`config.mk`:
```
export PLATFORM = sky130hd
export DESIGN_NAME = sb_stream_buffer
export DESIGN_NICKNAME = d
export VERILOG_FILES = /design/src/rtl/sb_pkg.sv /design/src/rtl/sb_lookup.sv /design/src/rtl/sb_trigger.sv /design/src/rtl/sb_l2_port.sv /design/src/rtl/sb_stream_buffer.sv
export SDC_FILE = /design/constraint.sdc
export NUM_CORES = 1
export LEC_CHECK = 0
export BUFFER_PORTS_ARGS = -buffer_cell sky130_fd_sc_hd__buf_2
export CAP_MARGIN = 20
export CORE_AREA = 2 2 223 225
export DETAILED_ROUTE_END_ITERATION = 6
export DIE_AREA = 0 0 225 227
export GPL_ROUTABILITY_DRIVEN = 0
export GPL_TIMING_DRIVEN = 0
export HOLD_SLACK_MARGIN = 0.05
export MAX_ROUTING_LAYER = met4
export PLACE_DENSITY = 0.44
export SYNTH_ARGS = -nofsm -noshare
export SYNTH_HDL_FRONTEND = slang
export SYNTH_SLANG_ARGS = --single-unit
export TNS_END_PERCENT = 20
```
`constraint.sdc`:
```
create_clock -name clk -period 2.44 [get_ports clk]
set_input_delay 0 -clock clk [delete_from_list [all_inputs] [get_ports clk]]
set_output_delay 0 -clock clk [all_outputs]
set_load 0.01 [all_outputs]
```
`src/rtl/sb_pkg.sv`:
```
package sb_pkg;
  typedef enum logic [1:0] {
    SB_EMPTY = 2'd0,
    SB_PEND  = 2'd1,
    SB_VALID = 2'd2
  } sb_state_e;
endpackage

```
`src/rtl/sb_lookup.sv`:
```
module sb_lookup
  import sb_pkg::*;
#(
  parameter int AW    = 16,
  parameter int OFS_W = 5
) (
  input  logic          fetch_valid,
  input  logic [AW-1:0] fetch_addr,
  input  logic          icache_hit,
  input  sb_state_e     buf_state,
  input  logic [AW-1:0] buf_line,
  output logic          line_match,
  output logic          data_hit,
  output logic          pend_hit,
  output logic [AW-1:0] seq_line
);
  localparam logic [AW-1:0] OFS_MASK = AW'((1 << OFS_W) - 1);
  localparam logic [AW-1:0] LINE_INC = AW'(1) << OFS_W;

  // Line base of a byte address.
  function automatic logic [AW-1:0] base_of(input logic [AW-1:0] a);
    return a & ~OFS_MASK;
  endfunction

  // Following line, wrapping modulo 2^AW.
  function automatic logic [AW-1:0] next_of(input logic [AW-1:0] a);
    return base_of(a) + LINE_INC;
  endfunction

  logic [AW-1:0] fetch_line;

  always_comb begin
    fetch_line = base_of(fetch_addr);
    seq_line   = next_of(fetch_addr);
    line_match = fetch_valid && (buf_state != SB_EMPTY) && (buf_line == fetch_line);
    data_hit   = line_match && (buf_state == SB_VALID) && !icache_hit;
    pend_hit   = line_match && (buf_state == SB_PEND) && !icache_hit;
  end
endmodule

```
`src/rtl/sb_trigger.sv`:
```
module sb_trigger (
  input  logic combined_mode,
  input  logic fetch_valid,
  input  logic icache_hit,
  input  logic fetch_branch,
  input  logic tgt_buf_hit,
  input  logic line_match,
  input  logic data_hit,
  input  logic stream_active,
  output logic miss_ev,
  output logic start_ev,
  output logic stop_ev
);
  logic outside;
  logic tgt_ev;
  logic brk_ev;
  logic cont_ev;

  always_comb begin
    outside  = fetch_valid && !icache_hit && !line_match;
    miss_ev  = outside && !(combined_mode && tgt_buf_hit);
    tgt_ev   = outside && combined_mode && tgt_buf_hit;
    brk_ev   = fetch_valid && fetch_branch;
    cont_ev  = data_hit && (combined_mode || (stream_active && !brk_ev));
    start_ev = miss_ev || tgt_ev || cont_ev;
    stop_ev  = brk_ev && !start_ev;
  end
endmodule

```
`src/rtl/sb_l2_port.sv`:
```
module sb_l2_port #(
  parameter int TAG_W = 3
) (
  input  logic             clk,
  input  logic             rst_n,
  input  logic             start_ev,
  input  logic             cancel_ev,
  input  logic             pend,
  input  logic             req_ready,
  input  logic             rsp_valid,
  input  logic [TAG_W-1:0] rsp_tag,
  output logic             req_valid,
  output logic [TAG_W-1:0] req_tag,
  output logic             rsp_take
);
  logic [TAG_W-1:0] epoch;
  logic             issued;

  always_ff @(posedge clk) begin
    if (!rst_n) begin
      epoch  <= '0;
      issued <= 1'b0;
    end else if (start_ev || cancel_ev) begin
      epoch  <= epoch + TAG_W'(1);
      issued <= 1'b0;
    end else if (req_valid && req_ready) begin
      issued <= 1'b1;
    end
  end

  always_comb begin
    req_valid = pend && !issued;
    req_tag   = epoch;
    rsp_take  = rsp_valid && pend && issued && (rsp_tag == epoch)
                && !start_ev && !cancel_ev;
  end
endmodule

```
`src/rtl/sb_stream_buffer.sv`:
```
module sb_stream_buffer
  import sb_pkg::*;
#(
  parameter int ADDR_W     = 16,
  parameter int LINE_BYTES = 32,
  parameter int TAG_W      = 3
) (
  input  logic                    clk,
  input  logic                    rst_n,
  input  logic                    combined_mode,
  input  logic                    fetch_valid,
  input  logic [ADDR_W-1:0]       fetch_addr,
  input  logic                    fetch_branch,
  input  logic                    icache_hit,
  input  logic                    tgt_buf_hit,
  output logic                    fill_valid,
  output logic [ADDR_W-1:0]       fill_addr,
  output logic [LINE_BYTES*8-1:0] fill_data,
  output logic                    hit_pending,
  output logic                    l2_req_valid,
  input  logic                    l2_req_ready,
  output logic [ADDR_W-1:0]       l2_req_addr,
  output logic [TAG_W-1:0]        l2_req_tag,
  input  logic                    l2_rsp_valid,
  input  logic [TAG_W-1:0]        l2_rsp_tag,
  input  logic [LINE_BYTES*8-1:0] l2_rsp_data
);
  localparam int OFS_W  = $clog2(LINE_BYTES);
  localparam int LINE_W = LINE_BYTES * 8;

  sb_state_e           buf_state;
  logic [ADDR_W-1:0]   buf_line;
  logic [LINE_W-1:0]   buf_data;
  logic                stream_active;

  logic                line_match;
  logic                data_hit;
  logic                pend_hit;
  logic [ADDR_W-1:0]   seq_line;
  logic                miss_ev;
  logic                start_ev;
  logic                stop_ev;
  logic                cancel_ev;
  logic                rsp_take;

  sb_lookup #(.AW(ADDR_W), .OFS_W(OFS_W)) u_lookup (
    .fetch_valid (fetch_valid),
    .fetch_addr  (fetch_addr),
    .icache_hit  (icache_hit),
    .buf_state   (buf_state),
    .buf_line    (buf_line),
    .line_match  (line_match),
    .data_hit    (data_hit),
    .pend_hit    (pend_hit),
    .seq_line    (seq_line)
  );

  sb_trigger u_trigger (
    .combined_mode (combined_mode),
    .fetch_valid   (fetch_valid),
    .icache_hit    (icache_hit),
    .fetch_branch  (fetch_branch),
    .tgt_buf_hit   (tgt_buf_hit),
    .line_match    (line_match),
    .data_hit      (data_hit),
    .stream_active (stream_active),
    .miss_ev       (miss_ev),
    .start_ev      (start_ev),
    .stop_ev       (stop_ev)
  );

  assign cancel_ev = stop_ev && (buf_state == SB_PEND);

  sb_l2_port #(.TAG_W(TAG_W)) u_port (
    .clk       (clk),
    .rst_n     (rst_n),
    .start_ev  (start_ev),
    .cancel_ev (cancel_ev),
    .pend      (buf_state == SB_PEND),
    .req_ready (l2_req_ready),
    .rsp_valid (l2_rsp_valid),
    .rsp_tag   (l2_rsp_tag),
    .req_valid (l2_req_valid),
    .req_tag   (l2_req_tag),
    .rsp_take  (rsp_take)
  );

  always_ff @(posedge clk) begin
    if (!rst_n) begin
      buf_state     <= SB_EMPTY;
      buf_line      <= '0;
      buf_data      <= '0;
      stream_active <= 1'b0;
    end else if (start_ev) begin
      buf_state     <= SB_PEND;
      buf_line      <= seq_line;
      stream_active <= 1'b1;
    end else if (stop_ev) begin
      stream_active <= 1'b0;
      if (buf_state == SB_PEND) buf_state <= SB_EMPTY;
    end else if (rsp_take) begin
      buf_state <= SB_VALID;
      buf_data  <= l2_rsp_data;
    end
  end

  always_comb begin
    fill_valid  = data_hit;
    fill_addr   = buf_line;
    fill_data   = buf_data;
    hit_pending = pend_hit;
    l2_req_addr = buf_line;
  end
endmodule

```
# ---- Word level (Yosys, flattened, before mapping)
# Index checks and enable logic that the tools add are counted.
# Widths: inputs -> output; s select.
dict set report totals {
  reg_bits 279
  inputBits 284
  wordCells 68
  out_inout_bits 294
}
dict set report classes {
  n_bitwise 3
  addsub 2
  n_eq_ne 6
  n_mux 6
  reduce_logical 44
}
# operator n
set op_table {}
lappend op_table {{$logic_and 1x1->1} 24}
lappend op_table {{$add 16x6->16 const B} 1}
lappend op_table {{$eq 16x16->1} 1}
lappend op_table {{$logic_not 1->1} 7}
lappend op_table {{$mux 2} 3}
lappend op_table {{$reduce_bool 2->1} 3}
lappend op_table {{$logic_or 1x1->1} 4}
lappend op_table {{$reduce_and 2->1} 2}
lappend op_table {{$reduce_or 2->1} 2}
lappend op_table {{$add 3x1->3 const B} 1}
lappend op_table {{$eq 3x3->1} 1}
lappend op_table {{$mux 1} 3}
lappend op_table {{$ne 3x1->1 const B} 1}
lappend op_table {{$not 1->1} 3}
lappend op_table {{$reduce_and 3->1} 1}
lappend op_table {{$reduce_bool 3->1} 1}
lappend op_table {{$eq 2x1->1 const B} 1}
lappend op_table {{$eq 2x2->1 const B} 1}
lappend op_table {{$ne 2x1->1 const B} 1}

# ---- Longest topological paths before layout
# Gate-level depths: netlist of run 1.
dict set report logic_depth {
  word_depth 17
  mapped_depth 7
  ltp_nobuf 5
}

# ---- Hierarchy
# Synthesis of run 1 repeated with hierarchy kept, for this count alone.
dict set report hier_totals {
  cells_unflattened 1272
  area_unflattened_um2 11902.7
}
# module cells_each n_inst seq_area_each_um2 area_each_um2
set by_module_without_submodules {}
lappend by_module_without_submodules {sb_stream_buffer 1192 1 5505.3 11228.3}
lappend by_module_without_submodules {sb_lookup 51 1 0.0 404.1}
lappend by_module_without_submodules {sb_l2_port 23 1 80.1 222.7}
lappend by_module_without_submodules {sb_trigger 6 1 0.0 47.5}

# ---- Worst setup path before layout of run 1
# OpenSTA, ideal clock, no wires.
dict set report synth_path {
  kind {register to register}
  startpoint {register u_port.epoch[1], in the netlist u_port.req_tag[1]}
  endpoint {register buf_data[29], in the netlist fill_data[29]}
  setup_slack_ns 0.443
  n_path_buf 2
  period_less_slack_ns 1.997
  required_time_ns 2.368
  stages_incl_launch_ff 8
  setup_ns 0.072
  t_arrival_ns 1.925
  cell_sequence {dfxtp_1 xor2_1 a211o_1 or4_4 nor2_4 buf_6 buf_6 mux2i_1}
}
dict set report synth_between {
  elab_chain_cells 5
}
# item line_no
set synth_rtl {}
lappend synth_rtl {{start, declared} sb_l2_port.sv:16} ;# logic [TAG_W-1:0] epoch;
lappend synth_rtl {{start signal, assigned} sb_l2_port.sv:24} ;# epoch <= epoch + TAG_W'(1);
lappend synth_rtl {{$eq 3x3->1} sb_l2_port.sv:34} ;# rsp_take = rsp_valid && pend && issued && (rsp_tag == epoch)
lappend synth_rtl {{$logic_and 1x1->1} sb_l2_port.sv:34}
lappend synth_rtl {{$logic_and 1x1->1 (2 in series)} sb_l2_port.sv:35} ;# && !start_ev && !cancel_ev;
lappend synth_rtl {{$reduce_and 3->1 (no source line)} --}
lappend synth_rtl {{end signal, assigned} sb_stream_buffer.sv:103} ;# buf_data <= l2_rsp_data;
lappend synth_rtl {{end, declared} sb_stream_buffer.sv:33} ;# logic [LINE_W-1:0] buf_data;
# No other way between the ends.
# A chain may end at the register's enable or synchronous reset.

# ---- Worst setup path after layout of run 1
dict set report layout_path {
  startpoint {register u_port.epoch[1], in the netlist u_port.req_tag[1]}
  endpoint {register buf_data[36], in the netlist fill_data[36]}
}
# Same word-level chain as after synthesis.

==> results.json, run 1 <==
{
  "run_status": "finished, final reports clean",
  "synth_top_area_share_pct": 47.6,
  "cts_tree": "yes",
  "final_cell_area_mm2": 0.0190,
  "ctsRootBufferMaster": "clkbuf_16",
  "synth_top_area_cell": "dfxtp_1",
  "wl_um": 44900,
  "grt_max_degree": 12,
  "synth_commonest_cells": "532 x nand2_1, 274 x dfxtp_1, 265 x mux2i_1, 62 x clkbuf_1, 22 x buf_4",
  "crit_end": "fill_data[36]",
  "clock_sinks": 274,
  "first_global_vias": 12200,
  "final_antenna_net_count": 0,
  "arrival_ns": 2.71,
  "die_h_um": 227,
  "core_area_mm2": 0.0485,
  "cp-start-kind": "flip-flop",
  "r2r-end": "fill_data[36]",
  "hold_class": "input pin to flip-flop",
  "die_area_mm2": 0.0511,
  "cts_made_buffers": 35,
  "p_comb_share_pct": 10.4,
  "power_density_mw_per_mm2": 551,
  "async_reset_ff_share_pct": 0,
  "yosysMostFrequentCell": "nand2_1",
  "vdd_drop_max_uv": 431,
  "fp.dieW_um": 225,
  "power_frac_clock_pct": 46.5,
  "grt_util_all_layers_pct": 17.3,
  "swShare_pct": 23.5,
  "drtIter0Drc": 386,
  "synthTopCellsByArea": "dfxtp_1 48%, mux2i_1 23%, nand2_1 17%",
  "cp.required_ns": 2.89,
  "path_clk_slew_ns": 0.06,
  "critPathKind": "flip-flop to flip-flop",
  "antenna_found_initial": 0,
  "setup_tns_ns": 0,
  "finalHoldViolCount": 0,
  "layout.nets": 2437,
  "via_per_inst": 4.19,
  "post-route-min-period_ns": 2.27,
  "syn_area_mm2": 0.0115,
  "sequentialPowerShare_pct": 43.1,
  "regToRegSetupSlack_ns": 0.17,
  "area_growth_pct": 65.0,
  "yosysSeqAreaShare_pct": 47.6,
  "rows": 81,
  "setup_viol": 0,
  "crit_path_max_fanout": 10,
  "grt.overflow.total": 0,
  "drc": 0,
  "wire_per_inst_um": 16.1,
  "post-route-period-util_pct": 92.9,
  "intPower_uw": 8000,
  "endpoint_kind": "flip-flop",
  "rsz0062_at_grt": "false",
  "vias": 11700,
  "initial_utilization_pct": 23.7,
  "placed_cell_area_mm2": 0.0151,
  "syn_avg_cell_area_um2": 9.10,
  "p_leak_uw": 0.00855,
  "synth_seq_cells": 274,
  "yosysWarningCount": 0,
  "switching_power_uw": 2460,
  "final_max_slew_viol_count": 0,
  "synth-edff-count": 0,
  "cap_viol_max_count": 0,
  "startpoint": "u_port.req_tag[1]",
  "r2r_start": "u_port.req_tag[1]",
  "fin_worst_skew_ns": 0.0134,
  "tightest_slew_ns": 0.804,
  "firstDrtPassIters": 4,
  "yosysUniqueCellTypes": 39,
  "grt_pass1_wl_um": 67100,
  "drive_gt1_share_pct": 30.7,
  "netlist_instances": 1266,
  "ios": 578,
  "max_freq_ghz": 0.441,
  "max_slew_margin_pct": 46.4,
  "hpwl_um": 33700,
  "antennaDiodeCount": 0,
  "max-clock-path-buffers": 3,
  "ys.flop_type": "dfxtp_1",
  "clk_latency_ns": 0.52,
  "r2r_cells": 7,
  "cts_max_level": 2,
  "portBuffers": 560
}
## state kept, by name (all words and copies together) (netlist names)
name / flops
fill_data: 256
u_port.issued: 1
buf_state: 2
u_port.req_tag: 3
fill_addr: 11
stream_active: 1
## cells by family after synthesis
group,count (synthesis),synth area share [%]
flops,274,47.6
mux,265,23.0
simple gates,563,19.3
compound gates,24,1.60
fa+ha+maj,2,0.217
other cells,1,0.0326
xor+xnor,22,1.67
buf+inv,115,6.52
## per-layer routing
| metal | track usage [%] | up-vias | wire, µm |
|---|---|---|---|
| li1 | - | 5839 | - |
| met1 | 19.1 | 5404 | 18400 |
| met2 | 29.9 | 369 | 22000 |
| met3 | 4.57 | 85 | 2940 |
| met4 | 6.64 | 0 | 1490 |
| met5 | - | - | 0 |
## critical path, cell delays in order, from the launching register on
cell     delay (ns)
dfxtp_1        0.36
xor2_1         0.18
a211o_1        0.26
or4_4          0.46
nor2_4         0.23
buf_6          0.26
buf_6          0.21
mux2i_1        0.21
## final cells by class
cell class	instances	area, µm²
Clock inverter	5	32.5
Sequential cell	274	5490
Fill cell	4974	29500
Multi-Input combinational cell	886	5330
Clock buffer	51	1030
Buffer	111	736
Timing Repair Buffer	839	5600
Inverter	4	15.0
Tap cell	622	778
## layout by cell type, fill, tap and decap left out, drive strengths merged, types with 2 or more instances in the layout
cell,Yosys,final
nand2b,4,4
o311a,5,5
and3,4,4
and4,2,2
nand4,4,4
xnor2,6,6
nor2,6,6
inv,3,4
nand2,532,532
conb,1,10
nand3,4,4
mux2i,265,265
nor4,3,3
clkinv,1,5
a21oi,2,2
dfxtp,274,274
buf,49,609
a21boi,3,3
ha,2,2
clkbuf,62,113
o21ai,7,7
dlygate4sd3,0,279
xor2,16,16
## metrics by stage
stage	hold slack, ns	util [%]	power, µW	worst slack (ns)	cells
final	0.114	39.1	10500	0.174	2792
after global placement	0.249	31.2	5330	0.0588	2457
after global routing	0.127	39.1	10900	0.0392	2792
after detailed placement	0.255	31.2	5330	0.0209	2457
after CTS	0.0794	39.1	10700	0.0186	2792
after floorplan	0.0544	-	4940	0.443	1275
## power groups by stage
stage	Clock [µW]	Sequential (µW)	Combinational [µW]
after global placement	0	4610	715
final	4870	4510	1080
after global routing	5240	4510	1190
after detailed placement	0	4610	721
after floorplan	0	4610	325
after CTS	5050	4510	1090
## what timing repair did
action	4_1_cts	5_1_grt
resized for setup	1	1
setup buffers	0	0
hold buffers	279	0
endpoints found under the setup margin	1	204
endpoints found under the hold margin	272	0
## how the worst min path moves through the flow
stage	slack, ns	cells after the start	startpoint	endpoint
final	0.11	5	icache_hit	u_port.req_tag[2]
after global routing	0.13	6	l2_rsp_valid	buf_state[1]
after CTS	0.08	5	icache_hit	u_port.req_tag[2]
after detailed placement	0.25	3	l2_rsp_data[226]	fill_data[226]
after global placement	0.25	3	l2_rsp_data[31]	fill_data[31]
after floorplan	0.05	1	icache_hit	hit_pending
(Power assumes the default switching activity.)
==> run 2: changes to the inputs <==
--- a/config.mk
+++ b/config.mk
@@ -16,4 +16,5 @@
 export MAX_ROUTING_LAYER = met4
 export PLACE_DENSITY = 0.44
+export SETUP_SLACK_MARGIN = 0.3
 export SYNTH_ARGS = -nofsm -noshare
 export SYNTH_HDL_FRONTEND = slang
==> constraint.sdc (replaced) <==
create_clock -name clk -period 2.44 [get_ports clk]
set_input_delay 0 -clock clk [delete_from_list [all_inputs] [get_ports clk]]
set_output_delay 0 -clock clk [all_outputs]
set_load 0.005 [all_outputs]
==> results.json, run 2 (synthesis results as in run 1) <==
{
  "r2r-end": "fill_data[226]",
  "max_freq_ghz": 0.452,
  "clock_sinks": 274,
  "arrival_ns": 2.66,
  "final_antenna_net_count": 0,
  "post-route-period-util_pct": 90.7,
  "final_max_slew_viol_count": 0,
  "cp-start-kind": "flip-flop",
  "grt_util_all_layers_pct": 17.5,
  "core_area_mm2": 0.0485,
  "hpwl_um": 33700,
  "path_cells": "xor2_1 > a211o_1 > or4_4 > nor2_4 > buf_6 > clkbuf_16 > buf_12 > mux2i_1",
  "finalHoldViolCount": 0,
  "post-route-min-period_ns": 2.21,
  "cpLargestDelayFamily": "simple AND/OR/NAND/NOR gates",
  "r2r_start": "u_port.req_tag[1]",
  "holdWs_ns": 0.123,
  "firstDrtPassIters": 4,
  "setup_tns_ns": 0,
  "vias": 11800,
  "first_global_vias": 12300,
  "tightest_slew_ns": 0.802,
  "regToRegSetupSlack_ns": 0.23,
  "wire_per_inst_um": 16.5,
  "drc": 0,
  "critPathSlowestCell": "or4_4",
  "ios": 578,
  "drtIter0Drc": 364,
  "die_h_um": 227,
  "grt_max_degree": 12,
  "cts_max_level": 2,
  "rsz0062_at_grt": "true",
  "fp.dieW_um": 225,
  "drive_gt1_share_pct": 31.7,
  "critPathMaxStageDelay_ns": 0.52,
  "worstHoldStart": "icache_hit",
  "grt.overflow.total": 0,
  "r2r_cells": 8,
  "hold_class": "input pin to flip-flop",
  "critPathBufInv": 3,
  "min_delay_path_depth": 5,
  "cp.required_ns": 2.89,
  "fin_worst_skew_ns": 0.0139,
  "final_cell_mix": "560 x buf_2, 532 x nand2_1, 279 x dlygate4sd3_1, 273 x dfxtp_1, 263 x mux2i_1",
  "crit_path_max_fanout": 10,
  "cap_viol_max_count": 0,
  "power_density_mw_per_mm2": 531,
  "layout.nets": 2466,
  "clk_latency_ns": 0.52,
  "antenna_found_initial": 1,
  "rows": 81,
  "vdd_drop_max_uv": 433,
  "ctsRootBufferMaster": "clkbuf_16",
  "cts_made_buffers": 35,
  "p_leak_uw": 0.00884,
  "endpoint_kind": "flip-flop",
  "max-clock-path-buffers": 3,
  "final_core_util_pct": 40.6,
  "largest_reg_flops": 256,
  "die_area_mm2": 0.0511,
  "critPathKind": "flip-flop to flip-flop",
  "initial_utilization_pct": 23.7,
  "portBuffers": 560,
  "max_slew_margin_pct": 46.5,
  "wl_um": 46500,
  "setup_viol": 0,
  "holdPathEnd": "u_port.req_tag[2]",
  "layout_commonest_cell": "buf_2",
  "via_per_inst": 4.19,
  "run_status": "finished, final reports clean",
  "cts_tree": "yes",
  "antennaDiodeCount": 0,
  "path_clk_slew_ns": 0.06,
  "grt_pass1_wl_um": 68000,
  "area_growth_pct": 71.2
}
## run 2: cell count changes in the layout (fill, tap and decap cells not counted), sizes merged
cell / before / now
clkbuf: 113 / 125
buf: 609 / 626
## run 2: worst max path at each step
stage	to	depth (start not counted)	from
global route	fill_data[131]	9	u_port.req_tag[1]
global placement	fill_data[130]	7	fill_addr[8]
finish	fill_data[226]	8	u_port.req_tag[1]
CTS	fill_data[51]	8	u_port.req_tag[1]
detailed placement	fill_data[107]	7	fill_addr[8]
floorplan	fill_data[29]	7	u_port.req_tag[1]
## run 2: area by class of cell
type	instances	area, µm²
Fill cell	4932	28800
Timing Repair Buffer	868	6110
Sequential cell	274	5490
Multi-Input combinational cell	886	5340
Clock buffer	51	1030
Buffer	111	923
Tap cell	622	778
Clock inverter	5	32.5
Inverter	4	15.0
## run 2: power by group
part	internal (µW)	switching [µW]
sequential	4490	22.7
combinational	606	472
clock	2910	1960
total	8000	2460
## run 2: metrics by stage
stage	area, µm²	total power (µW)	setup slack, ns	std cells
floorplan	11500	4920	0.471	1275
finish	19700	10500	0.226	2821
global placement	15100	5310	0.0588	2457
global route	19700	10900	0.143	2821
detailed placement	15100	5320	0.0209	2457
CTS	19200	10700	0.248	2799
## run 2: worst min-delay path, cell delays in order
cell	delay, ns
buf_2	0.14
a21o_1	0.13
a31o_2	0.11
a21boi_0	0.09
mux2i_1	0.11
## run 2: per-layer routing
metal  global-route usage [%]  vias up  routed length, µm
met4                     5.96        0               1120
li1                         -     5911                  -
met5                        -        -                  0
met3                     4.44       72               2870
met1                     19.5     5474              19100
met2                     30.6      372              23400
## run 2: what timing repair did
action	in CTS	in global routing
setup buffers	5	10
cloned	2	12
pin swaps	4	4
hold buffers	279	0
hold endpoints to repair	272	0
gates resized for setup	35	17
setup endpoints to repair	267	246
